<file path="config.mk">
export PLATFORM = sky130hd
export DESIGN_NAME = i2c_target_port
export DESIGN_NICKNAME = d
export VERILOG_FILES = /design/src/rtl/i2c_tgt_pkg.sv /design/src/rtl/i2c_line_sync.sv /design/src/rtl/i2c_bus_watch.sv /design/src/rtl/i2c_tout_ctr.sv /design/src/rtl/i2c_target_port.sv
export SDC_FILE = /design/constraint.sdc
export NUM_CORES = 1
export LEC_CHECK = 0
export ABC_AREA = 0
export BUFFER_PORTS_ARGS = -buffer_cell sky130_fd_sc_hd__clkbuf_2
export CAP_MARGIN = 40
export CORE_MARGIN = 2
export CORE_UTILIZATION = 47
export CTS_CLUSTER_SIZE = 16
export DETAILED_ROUTE_END_ITERATION = 8
export GPL_ROUTABILITY_DRIVEN = 0
export HOLD_SLACK_MARGIN = 0.08
export PLACE_DENSITY_LB_ADDON = 0.1
export SLEW_MARGIN = 0
export SYNTH_ARGS = -nofsm -noshare
export SYNTH_HDL_FRONTEND = slang
export SYNTH_HIERARCHICAL = 1
export SYNTH_SLANG_ARGS = --single-unit
</file>
<file path="constraint.sdc">
create_clock -name clk -period 4.6 [get_ports clk]
set_input_delay 0.92 -clock clk [delete_from_list [all_inputs] [get_ports clk]]
set_output_delay 0.92 -clock clk [all_outputs]
set_load 0.005 [all_outputs]
</file>
<file path="src/rtl/i2c_tgt_pkg.sv">
package i2c_tgt_pkg;
    typedef enum logic [3:0] {
        ST_IDLE, ST_ADDR, ST_ADDR_ACK, ST_STRETCH,
        ST_RX_BYTE, ST_RX_ACK, ST_TX_BYTE, ST_TX_ACK, ST_WAIT_STOP
    } tgt_state_t;

    localparam logic [2:0] SEL_CTRL = 3'd0;
    localparam logic [2:0] SEL_STAT = 3'd1;
    localparam logic [2:0] SEL_OWN  = 3'd2;
    localparam logic [2:0] SEL_DATA = 3'd3;
    localparam logic [2:0] SEL_TOUT = 3'd4;
    localparam logic [2:0] MODE_I2C = 3'b110;

    localparam int ST_BIT_BUSY = 0;
    localparam int ST_BIT_HIT  = 1;
    localparam int ST_BIT_DIR  = 2;
    localparam int ST_BIT_TOUT = 3;
    localparam int ST_BIT_IRQ  = 4;
    localparam int ST_BIT_NAK  = 5;
endpackage

</file>
<file path="src/rtl/i2c_line_sync.sv">
module i2c_line_sync #(
    parameter int FILT_LEN = 3
) (
    input  logic clk,
    input  logic rst_n,
    input  logic pin_i,
    output logic line_o
);
    localparam int CW = $clog2(FILT_LEN + 1);
    localparam logic [CW-1:0] CNT_END = CW'(FILT_LEN - 1);

    logic [1:0]    meta;
    logic [CW-1:0] cnt;
    logic          line_q;

    always_ff @(posedge clk or negedge rst_n) begin
        if (!rst_n) begin
            meta   <= 2'b11;
            cnt    <= '0;
            line_q <= 1'b1;
        end else begin
            meta <= {meta[0], pin_i};
            if (meta[1] == line_q) begin
                cnt <= '0;
            end else if (cnt == CNT_END) begin
                line_q <= meta[1];
                cnt    <= '0;
            end else begin
                cnt <= cnt + 1'b1;
            end
        end
    end

    assign line_o = line_q;
endmodule

</file>
<file path="src/rtl/i2c_bus_watch.sv">
module i2c_bus_watch (
    input  logic clk,
    input  logic rst_n,
    input  logic active,
    input  logic scl_f,
    input  logic sda_f,
    output logic start_ev,
    output logic stop_ev,
    output logic scl_rise,
    output logic scl_fall,
    output logic busy
);
    logic scl_prev, sda_prev;

    always_ff @(posedge clk or negedge rst_n) begin
        if (!rst_n) begin
            scl_prev <= 1'b1;
            sda_prev <= 1'b1;
            busy     <= 1'b0;
        end else begin
            scl_prev <= scl_f;
            sda_prev <= sda_f;
            if (!active)       busy <= 1'b0;
            else if (start_ev) busy <= 1'b1;
            else if (stop_ev)  busy <= 1'b0;
        end
    end

    // SDA edges only count while SCL was high in both samples
    assign start_ev = active && scl_f && scl_prev && sda_prev && !sda_f;
    assign stop_ev  = active && scl_f && scl_prev && !sda_prev && sda_f;
    assign scl_rise = scl_f && !scl_prev;
    assign scl_fall = !scl_f && scl_prev;

    assert_busy_after_start_R1: assert property (@(posedge clk) disable iff (!rst_n)
        start_ev |=> busy);
    assert_idle_after_stop_R2: assert property (@(posedge clk) disable iff (!rst_n)
        stop_ev |=> !busy);
endmodule

</file>
<file path="src/rtl/i2c_tout_ctr.sv">
module i2c_tout_ctr #(
    parameter int LIM_W = 8,
    parameter int PRE_W = 4
) (
    input  logic             clk,
    input  logic             rst_n,
    input  logic             run,
    input  logic [LIM_W-1:0] limit,
    output logic             expire
);
    localparam int CW = LIM_W + PRE_W;

    logic [CW-1:0] count;
    logic [CW-1:0] target;

    assign target = {limit, {PRE_W{1'b0}}};
    assign expire = run && (limit != '0) && (count == target);

    always_ff @(posedge clk or negedge rst_n) begin
        if (!rst_n)       count <= '0;
        else if (!run)    count <= '0;
        else if (!expire) count <= count + 1'b1;
    end

    assert_fresh_window_R8: assert property (@(posedge clk) disable iff (!rst_n)
        $rose(run) |-> !expire);
endmodule

</file>
<file path="src/rtl/i2c_target_port.sv">
module i2c_target_port
    import i2c_tgt_pkg::*;
#(
    parameter int DW       = 8,
    parameter int FILT_LEN = 3,
    parameter int PRE_W    = 4
) (
    input  logic          clk,
    input  logic          rst_n,
    input  logic [2:0]    reg_sel,
    input  logic          reg_wr,
    input  logic          reg_rd,
    input  logic [DW-1:0] reg_wdata,
    output logic [DW-1:0] reg_rdata,
    output logic          irq,
    input  logic          scl_i,
    output logic          scl_oe,
    input  logic          sda_i,
    output logic          sda_oe
);
    localparam int AW  = DW - 1;
    localparam int BCW = $clog2(DW + 1);
    localparam logic [BCW-1:0] BIT_FULL = BCW'(DW);
    localparam logic [BCW-1:0] BIT_TXEND = BCW'(DW - 1);

    // line filtering, one instance per wire
    logic [1:0] pins_raw, pins_flt;
    assign pins_raw = {sda_i, scl_i};
    for (genvar g = 0; g < 2; g++) begin : g_line
        i2c_line_sync #(.FILT_LEN(FILT_LEN)) u_sync (
            .clk(clk), .rst_n(rst_n), .pin_i(pins_raw[g]), .line_o(pins_flt[g]));
    end
    logic scl_f, sda_f;
    assign scl_f = pins_flt[0];
    assign sda_f = pins_flt[1];

    // registers
    logic [2:0]    ctrl_mode;
    logic          ctrl_en, ctrl_irq_en;
    logic [AW-1:0] own_addr;
    logic [DW-1:0] tout_lim, tx_buf, rx_data, shreg;
    logic [BCW-1:0] bitcnt;
    logic          rw_q, addr_hit, tout_flag, irq_pend, rx_nak, hold_req, ack_sda;
    tgt_state_t    state, st_nx;

    logic active, start_ev, stop_ev, scl_rise, scl_fall, busy, tout_ev, tout_run;
    logic data_wr, data_rd, addr_match;

    assign active     = ctrl_en && (ctrl_mode == MODE_I2C);
    assign data_wr    = reg_wr && (reg_sel == SEL_DATA);
    assign data_rd    = reg_rd && (reg_sel == SEL_DATA);
    assign addr_match = (shreg[DW-1:1] == own_addr);
    assign tout_run   = active && !scl_f && (state != ST_IDLE) && (state != ST_WAIT_STOP);

    i2c_bus_watch u_watch (
        .clk(clk), .rst_n(rst_n), .active(active), .scl_f(scl_f), .sda_f(sda_f),
        .start_ev(start_ev), .stop_ev(stop_ev), .scl_rise(scl_rise),
        .scl_fall(scl_fall), .busy(busy));

    i2c_tout_ctr #(.LIM_W(DW), .PRE_W(PRE_W)) u_tout (
        .clk(clk), .rst_n(rst_n), .run(tout_run), .limit(tout_lim), .expire(tout_ev));

    // next-state logic
    always_comb begin
        st_nx = state;
        if (!active || tout_ev || stop_ev) begin
            st_nx = ST_IDLE;
        end else if (start_ev) begin
            st_nx = ST_ADDR;
        end else begin
            unique case (state)
                ST_IDLE, ST_WAIT_STOP: st_nx = state;
                ST_ADDR:
                    if (scl_fall && bitcnt == BIT_FULL)
                        st_nx = addr_match ? ST_ADDR_ACK : ST_WAIT_STOP;
                ST_ADDR_ACK, ST_RX_ACK:
                    if (scl_fall) st_nx = ST_STRETCH;
                ST_STRETCH:
                    if (!hold_req) st_nx = rw_q ? ST_TX_BYTE : ST_RX_BYTE;
                ST_RX_BYTE:
                    if (scl_fall && bitcnt == BIT_FULL) st_nx = ST_RX_ACK;
                ST_TX_BYTE:
                    if (scl_fall && bitcnt == BIT_TXEND) st_nx = ST_TX_ACK;
                ST_TX_ACK:
                    if (scl_fall) st_nx = ack_sda ? ST_WAIT_STOP : ST_STRETCH;
                default: st_nx = ST_IDLE;
            endcase
        end
    end

    // state register
    always_ff @(posedge clk or negedge rst_n) begin
        if (!rst_n) state <= ST_IDLE;
        else        state <= st_nx;
    end

    // datapath and flags
    always_ff @(posedge clk or negedge rst_n) begin
        if (!rst_n) begin
            ctrl_mode <= '0; ctrl_en <= 1'b0; ctrl_irq_en <= 1'b0;
            own_addr  <= '0; tout_lim <= '0; tx_buf <= '0; rx_data <= '0;
            shreg     <= '0; bitcnt <= '0; rw_q <= 1'b0; addr_hit <= 1'b0;
            tout_flag <= 1'b0; irq_pend <= 1'b0; rx_nak <= 1'b0;
            hold_req  <= 1'b0; ack_sda <= 1'b1;
        end else begin
            if (reg_wr) begin
                case (reg_sel)
                    SEL_CTRL: begin
                        ctrl_mode   <= reg_wdata[2:0];
                        ctrl_en     <= reg_wdata[3];
                        ctrl_irq_en <= reg_wdata[4];
                    end
                    SEL_STAT: begin
                        if (reg_wdata[ST_BIT_IRQ])  irq_pend  <= 1'b0;
                        if (reg_wdata[ST_BIT_TOUT]) tout_flag <= 1'b0;
                        if (reg_wdata[ST_BIT_NAK])  rx_nak    <= 1'b0;
                    end
                    SEL_OWN:  if (!ctrl_en) own_addr <= reg_wdata[AW-1:0];
                    SEL_DATA: tx_buf   <= reg_wdata;
                    SEL_TOUT: tout_lim <= reg_wdata;
                    default: ;
                endcase
            end
            if (hold_req && (rw_q ? data_wr : data_rd)) hold_req <= 1'b0;

            if (!active || stop_ev) begin
                addr_hit <= 1'b0;
                hold_req <= 1'b0;
            end else if (tout_ev) begin
                addr_hit  <= 1'b0;
                hold_req  <= 1'b0;
                tout_flag <= 1'b1;
                irq_pend  <= 1'b1;
            end else if (start_ev) begin
                addr_hit <= 1'b0;
                hold_req <= 1'b0;
                rx_nak   <= 1'b0;
                bitcnt   <= '0;
            end else begin
                unique case (state)
                    ST_ADDR, ST_RX_BYTE: begin
                        if (scl_rise) begin
                            shreg  <= {shreg[DW-2:0], sda_f};
                            bitcnt <= bitcnt + 1'b1;
                        end
                        if (scl_fall && bitcnt == BIT_FULL) begin
                            if (state == ST_RX_BYTE) begin
                                rx_data  <= shreg;
                                irq_pend <= 1'b1;
                                hold_req <= 1'b1;
                            end else if (addr_match) begin
                                addr_hit <= 1'b1;
                                rw_q     <= shreg[0];
                                irq_pend <= 1'b1;
                                hold_req <= 1'b1;
                            end
                        end
                    end
                    ST_STRETCH:
                        if (!hold_req) begin
                            bitcnt <= '0;
                            if (rw_q) shreg <= tx_buf;
                        end
                    ST_TX_BYTE:
                        if (scl_fall) begin
                            shreg  <= {shreg[DW-2:0], 1'b0};
                            bitcnt <= bitcnt + 1'b1;
                        end
                    ST_TX_ACK: begin
                        if (scl_rise) ack_sda <= sda_f;
                        if (scl_fall) begin
                            irq_pend <= 1'b1;
                            if (ack_sda) rx_nak   <= 1'b1;
                            else         hold_req <= 1'b1;
                        end
                    end
                    default: ;
                endcase
            end
        end
    end

    // outputs
    always_comb begin
        scl_oe = 1'b0;
        sda_oe = 1'b0;
        unique case (state)
            ST_STRETCH:             scl_oe = 1'b1;
            ST_ADDR_ACK, ST_RX_ACK: sda_oe = 1'b1;
            ST_TX_BYTE:             sda_oe = !shreg[DW-1];
            default: ;
        endcase
        irq = irq_pend && ctrl_irq_en;
    end

    always_comb begin
        reg_rdata = '0;
        case (reg_sel)
            SEL_CTRL: reg_rdata = DW'({ctrl_irq_en, ctrl_en, ctrl_mode});
            SEL_STAT: reg_rdata = DW'({rx_nak, irq_pend, tout_flag, rw_q, addr_hit, busy});
            SEL_OWN:  reg_rdata = DW'(own_addr);
            SEL_DATA: reg_rdata = rx_data;
            SEL_TOUT: reg_rdata = tout_lim;
            default:  reg_rdata = '0;
        endcase
    end

    assert_ack_on_hit_R3: assert property (@(posedge clk) disable iff (!rst_n)
        (state == ST_ADDR_ACK) |-> addr_hit);
    assert_hold_release_cause_R6: assert property (@(posedge clk) disable iff (!rst_n)
        $fell(hold_req) |-> $past(data_wr || data_rd || start_ev || stop_ev || tout_ev || !active));
    assert_own_locked_R7: assert property (@(posedge clk) disable iff (!rst_n)
        $past(ctrl_en) |-> $stable(own_addr));
    assert_tout_releases_R8: assert property (@(posedge clk) disable iff (!rst_n)
        tout_ev |=> (!scl_oe && !sda_oe));
endmodule

</file>
# Yosys cells after proc, flatten, opt, wreduce, memory -nomap -nowiden
# Index checks and enable logic that the tools add are counted.
dict set report op_classes {
  n_addsub 4
  eq_ne 39
  n_mux 77
  bitwise_logic 7
  reduce_logical 54
}
# operator count
set op_table {}
lappend op_table {{2-to-1 mux 4 bit} 14}
lappend op_table {{2-to-1 mux 1 bit} 45}
lappend op_table {{one-hot mux 8 bit (5 select lines)} 1}
lappend op_table {{2-to-1 mux 8 bit} 4}
lappend op_table {{inequality test 4 bit (second input constant)} 8}
lappend op_table {{one-hot mux 4 bit (7 select lines)} 1}
lappend op_table {{2-to-1 mux 12 bit} 2}
lappend op_table {{one-hot mux 8 bit (3 select lines)} 1}
lappend op_table {{equality test 4 x 3 -> 1 bit (second input constant)} 5}
lappend op_table {{logical AND 1 bit} 20}
lappend op_table {{nonzero test 4 bit} 5}
lappend op_table {{AND reduction 7 bit} 2}
lappend op_table {{adder 12 x 1 -> 12 bit (second input constant)} 1}
lappend op_table {{equality test 12 bit} 1}
lappend op_table {{inequality test 3 bit (second input constant)} 4}
lappend op_table {{one-hot mux 4 bit (3 select lines)} 1}
lappend op_table {{AND reduction 6 bit} 2}
lappend op_table {{2-to-1 mux 2 bit} 5}
lappend op_table {{inequality test 2 bit (second input constant)} 5}
lappend op_table {{AND reduction 2 bit} 5}
lappend op_table {{equality test 4 x 2 -> 1 bit (second input constant)} 2}
lappend op_table {{equality test 4 bit (second input constant)} 2}
lappend op_table {{AND reduction 8 bit} 1}
lappend op_table {{nonzero test 8 bit} 1}
lappend op_table {{other kinds (21)} 43}
dict set report word_totals {
  register_bits 84
  wordCells 208
}

# Logic depth before layout (Yosys ltp)
dict set report logic_depth {
  ltp_word 12
  mapped_depth 15
  depth_no_buf 10
}

# Hierarchy
# The synthesis kept the hierarchy.
# module n_inst cells_per_inst area_per_inst_um2 seq_area_each_um2
set by_module_without_submodules {}
lappend by_module_without_submodules {i2c_target_port 1 284 3260.6 1477.7}
lappend by_module_without_submodules {i2c_tout_ctr 1 77 743.2 300.3}
lappend by_module_without_submodules {i2c_line_sync 2 10 178.9 128.9}
lappend by_module_without_submodules {i2c_bus_watch 1 14 161.4 77.6}

# Worst setup path after synthesis
# Ideal clock, no wire load.
dict set report synth_path {
  path_type {flip-flop to flip-flop}
  from {register state[0]}
  to {register rx_data[0]}
  arrival_ps 3059
  required_ps 4475
  slack_ps 1416
  stages_incl_launch_ff 16
  n_path_buf 5
  period_less_slack_ps 3184
  cell_sequence {dfrtp_1 clkbuf_1 or2_2 nor2_1 nor3_1 nand4bb_1 a211oi_1 and3_1 buf_4 or3_1 buf_6 nand2b_4 buf_6 or3_4 buf_6 mux2_4}
}
dict set report synth_via {
  elab_chain_cells 7
  elab_cells_between_ends 11
  classes_between {3 x eq/ne; 1 x bitwise; 7 x reduce/logical}
}
# element line
set synth_rtl {}
lappend synth_rtl {{start: declaration} i2c_target_port.sv:44} ;# tgt_state_t state, st_nx;
lappend synth_rtl {{start signal: assignment} i2c_target_port.sv:94} ;# else state <= st_nx;
lappend synth_rtl {{nonzero test 4 bit} i2c_target_port.sv:53} ;# assign tout_run = active && !scl_f && (state != ST_IDLE) && (state != ST_WAIT_STOP);
lappend synth_rtl {{logical AND 1 bit} i2c_target_port.sv:53}
lappend synth_rtl {{logical AND 1 bit *} i2c_target_port.sv:53}
lappend synth_rtl {{named net tout_run} i2c_target_port.sv:46} ;# logic active, start_ev, stop_ev, scl_rise, scl_fall, busy, tout_ev, tout_run;
lappend synth_rtl {{logical AND 1 bit * (2 in a row)} i2c_tout_ctr.sv:17} ;# assign expire = run && (limit != '0) && (count == target);
lappend synth_rtl {{named net tout_ev} i2c_target_port.sv:46}
lappend synth_rtl {{NOT 1 bit (no line) *} -}
lappend synth_rtl {{AND reduction 6 bit (no line) *} -}
lappend synth_rtl {{end signal: assignment} i2c_target_port.sv:148} ;# rx_data <= shreg;
lappend synth_rtl {{end: declaration} i2c_target_port.sv:41} ;# logic [DW-1:0] tout_lim, tx_buf, rx_data, shreg;
# Mark *: on every way through the listed nets, which the timed path passes. The rest lies on a longest branch.
# A chain may end at the register's enable or synchronous reset.

# Worst setup path in the final report
dict set report layout_path {
  from {register state[1]}
  to {register rx_data[1]}
}
# Same word-level chain as after synthesis.

==> results.py <==
metrics = {
    "drt": {
        "routed_via_density": 5.60,
        "dr_wl_met2_um": 4470,
        "wirelength_um": 9550,
        "via_count": 3099,
        "routed-wl-met3_um": 306,
        "ant_nets": 0,
        "drt_pass1_iterations": 4,
        "drcViolationCount": 0,
        "drt_iter0_drc": 112,
        "wl_met1_um": 4670,
        "post_drt_wl_per_cell_um": 17.3,
        "top_layer": "met4",
    },
    "status": {
        "status": "completed",
    },
    "grt": {
        "first_global_vias": 3064,
        "grt_usage": 0.200,
        "grt_max_degree": 62,
        "overflow": 0,
        "antenna_found_initial": 0,
        "grt_pass1_wl_um": 15900,
    },
    "logic_synthesis": {
        "synth_flop_cell": "dfrtp_1",
        "avgSynthCellArea_um2": 11.5,
        "synthMuxAreaShare": 0.174,
        "synth_fa_ha_area_frac": 0.0111,
        "seq_area_frac_synth": 0.467,
        "synth_top_area_frac": 0.415,
        "yosys.area_share.simple": 0.172,
        "synth_compound_area_frac": 0.0943,
        "yosysWarnings": 6,
        "synth-edff-count": 0,
        "yosys.area_share.xor_xnor": 0.0465,
        "ys_top_cells_by_area": "dfrtp_1 41%, mux2_2 12%, dfstp_2 5.2%, xor2_1 3.7%, mux2_4 3.3%",
        "synthesis.nets": 416,
        "synth_top_family_by_area": "multiplexers",
        "netlist_area_um2": 4520,
        "async_flop_share": 1.00,
        "yosysTopAreaCell": "dfrtp_1",
        "synth_cell_type_count": 69,
        "syn_inst": 395,
        "ys_ff_latch": 84,
    },
    "sta": {
        "finalCritPeriodShare": 0.717,
        "setup_tns_ps": 0,
        "setup_ws_ps": 1300,
        "finalHoldViolations": 0,
        "max_slew_margin": 0.422,
        "setup_viol": 0,
        "min_period_ps": 3300,
        "hold_ws_ps": 360,
        "finClkSkew_ps": 17.4,
        "rsz0062_at_grt": "no",
        "max_freq_mhz": 303,
        "worstMarginPinSlew_ps": 865,
        "drv_slew": 0,
    },
    "critical_path": {
        "critical_path.max_fanout": 14,
        "r2r_slack_ps": 1300,
        "rr_startpoint": "state[1]",
        "cp_data_required_time_ps": 4840,
        "arrival_ps": 3540,
        "reg2reg_to": "rx_data[1]",
        "start_kind": "flip-flop",
        "reg2regPathDepth": 10,
        "end_kind": "flip-flop",
        "critPathKind": "flip-flop to flip-flop",
    },
    "die": {
        "top_level_ports": 28,
        "start_util": 0.487,
        "die_area_um2": 10400,
        "core_um2": 9280,
        "num_rows": 35,
        "die_y_um": 102,
        "die_w_um": 102,
    },
    "final_layout": {
        "area_growth_pct": 10.4,
        "antennaDiodeCount": 0,
        "final_layout_size_suffix_gt1_frac": 0.330,
        "fin_nets": 440,
    },
    "power_and_ir_drop": {
        "pwr_density_cell_nw_per_um2": 383,
        "p_leak_nw": 2.14,
        "vdd_drop_max_mv": 0.242,
        "power_mw": 1.91,
    },
    "clocking": {
        "clk_latency_ps": 360,
        "path_clk_slew_ps": 90,
        "cts.sinks": 84,
        "cts_buffer_depth": 2,
        "numCtsBuffers": 9,
        "clockRootBuffer": "clkbuf_8",
        "htreeDepth": 3,
        "cts_setup_buffers": 0,
        "cts_tree": "yes",
        "post_cts_resized": 0,
        "cts_hold_buf": 0,
    },
    "hold_path": {
        "whs_path_depth": 0,
        "hold_path.class": "flip-flop to flip-flop",
        "hp-start": "g_line[1].u_sync/meta[0]",
        "hold_end": "g_line[1].u_sync/meta[1]",
    },
    "run": {
        "max-cap-violations": 0,
    },
    "place": {
        "pre_cts_ws_ps": 1340,
        "post-dp-hpwl_um": 7020,
        "portBuffers": 27,
    },
}
-- layer usage --
metal,global-route usage,up-vias
met5,0,-
met4,0.0513,0
met3,0.0383,7
met2,0.311,52
met1,0.289,1545
li1,-,1495
-- Yosys cell counts (10+ instances only) --
cell and count:
mux2_2 50, xor2_1 19, inv_1 13, nor3_1 14, a22oi_1 10, nand2_1 21
mux2_4 10, dfrtp_1 75, clkbuf_1 10, nor2_1 21, nand3_1 11
-- state kept, by name (all words and copies together), names as in the netlist, 2 cells and up --
name and count:
u_tout/count 12, rx_data 8, shreg 8, tout_lim 8, tx_buf 8, own_addr 7
bitcnt 4, g_line.u_sync/cnt 4, g_line.u_sync/meta 4, state 4, ctrl_mode 3, g_line.u_sync/line_o 2
-- power by group --
part           leakage, nW  switching [mW]  internal [mW]  total [mW]
combinational        0.927           0.122          0.160       0.283
clock                0.127           0.295          0.370       0.666
sequential            1.08           0.113          0.852       0.965
total                 2.14           0.531           1.38        1.91
-- how the worst max path moves through the flow --
stage	cells after the start	startpoint	to
after detailed placement	10	state[1]	rx_data[5]
final	10	state[1]	rx_data[1]
after floorplan	15	state[0]	rx_data[0]
after global routing	10	state[1]	shreg[5]
after CTS	10	state[1]	rx_data[1]
after global placement	10	state[1]	rx_data[7]
-- layout by cell type, fill, tap and decap left out, types with 3 or more instances in the layout --
cell type / count
buf_4: 3
o21ai_0: 8
a22oi_1: 10
nor3b_1: 3
clkbuf_2: 26
and3_1: 5
bufinv_16: 3
nand3_1: 11
nor3_1: 13
xnor2_1: 5
nand2_1: 21
ha_1: 4
clkbuf_8: 9
nand4b_1: 3
mux2_4: 10
or3_1: 4
a22o_1: 3
nor2b_1: 5
o22ai_1: 6
dfrtp_1: 75
inv_6: 3
dfstp_2: 9
inv_1: 13
nand2b_1: 5
nand4_1: 4
a21oi_1: 9
nor4_1: 4
mux2_2: 50
nor2_1: 21
xor2_1: 19
o211ai_1: 5
mux2i_1: 5
-- worst max-delay path, cell delays in order (launching register included) --
cell and delay (ps):
dfrtp_1 510, or2_2 360, nor2_1 170, nor3_1 120, nand4bb_1 110, a211oi_1 60, and3_1 240, or3_1 540
nand2b_4 250, or3_4 490, mux2_4 320
-- cell type report --
type | instances | area, um^2
Sequential cell | 84 | 2110
Fill cell | 861 | 4290
Clock buffer | 9 | 124
Tap cell | 129 | 161
Inverter | 14 | 52.6
Clock inverter | 7 | 128
Timing Repair Buffer | 30 | 158
Multi-Input combinational cell | 280 | 2260
-- metrics by stage --
stage               std cells  instance area [um^2]  utilization
global placement          536                  4740        0.510
CTS                       553                  4990        0.538
finish                    553                  4990        0.538
detailed placement        537                  4740        0.511
floorplan                 395                  4520            -
global route              553                  4990        0.538
-- logic make-up after synthesis --
logic type | count (synthesis)
AOI/OAI and AO/OA | 60
xor gates and xnor gates | 24
adders and majority gates | 4
buffers and inverters | 31
DFF | 84
muxes | 66
and+or+nand+nor | 126
(Power assumes the default switching activity.)
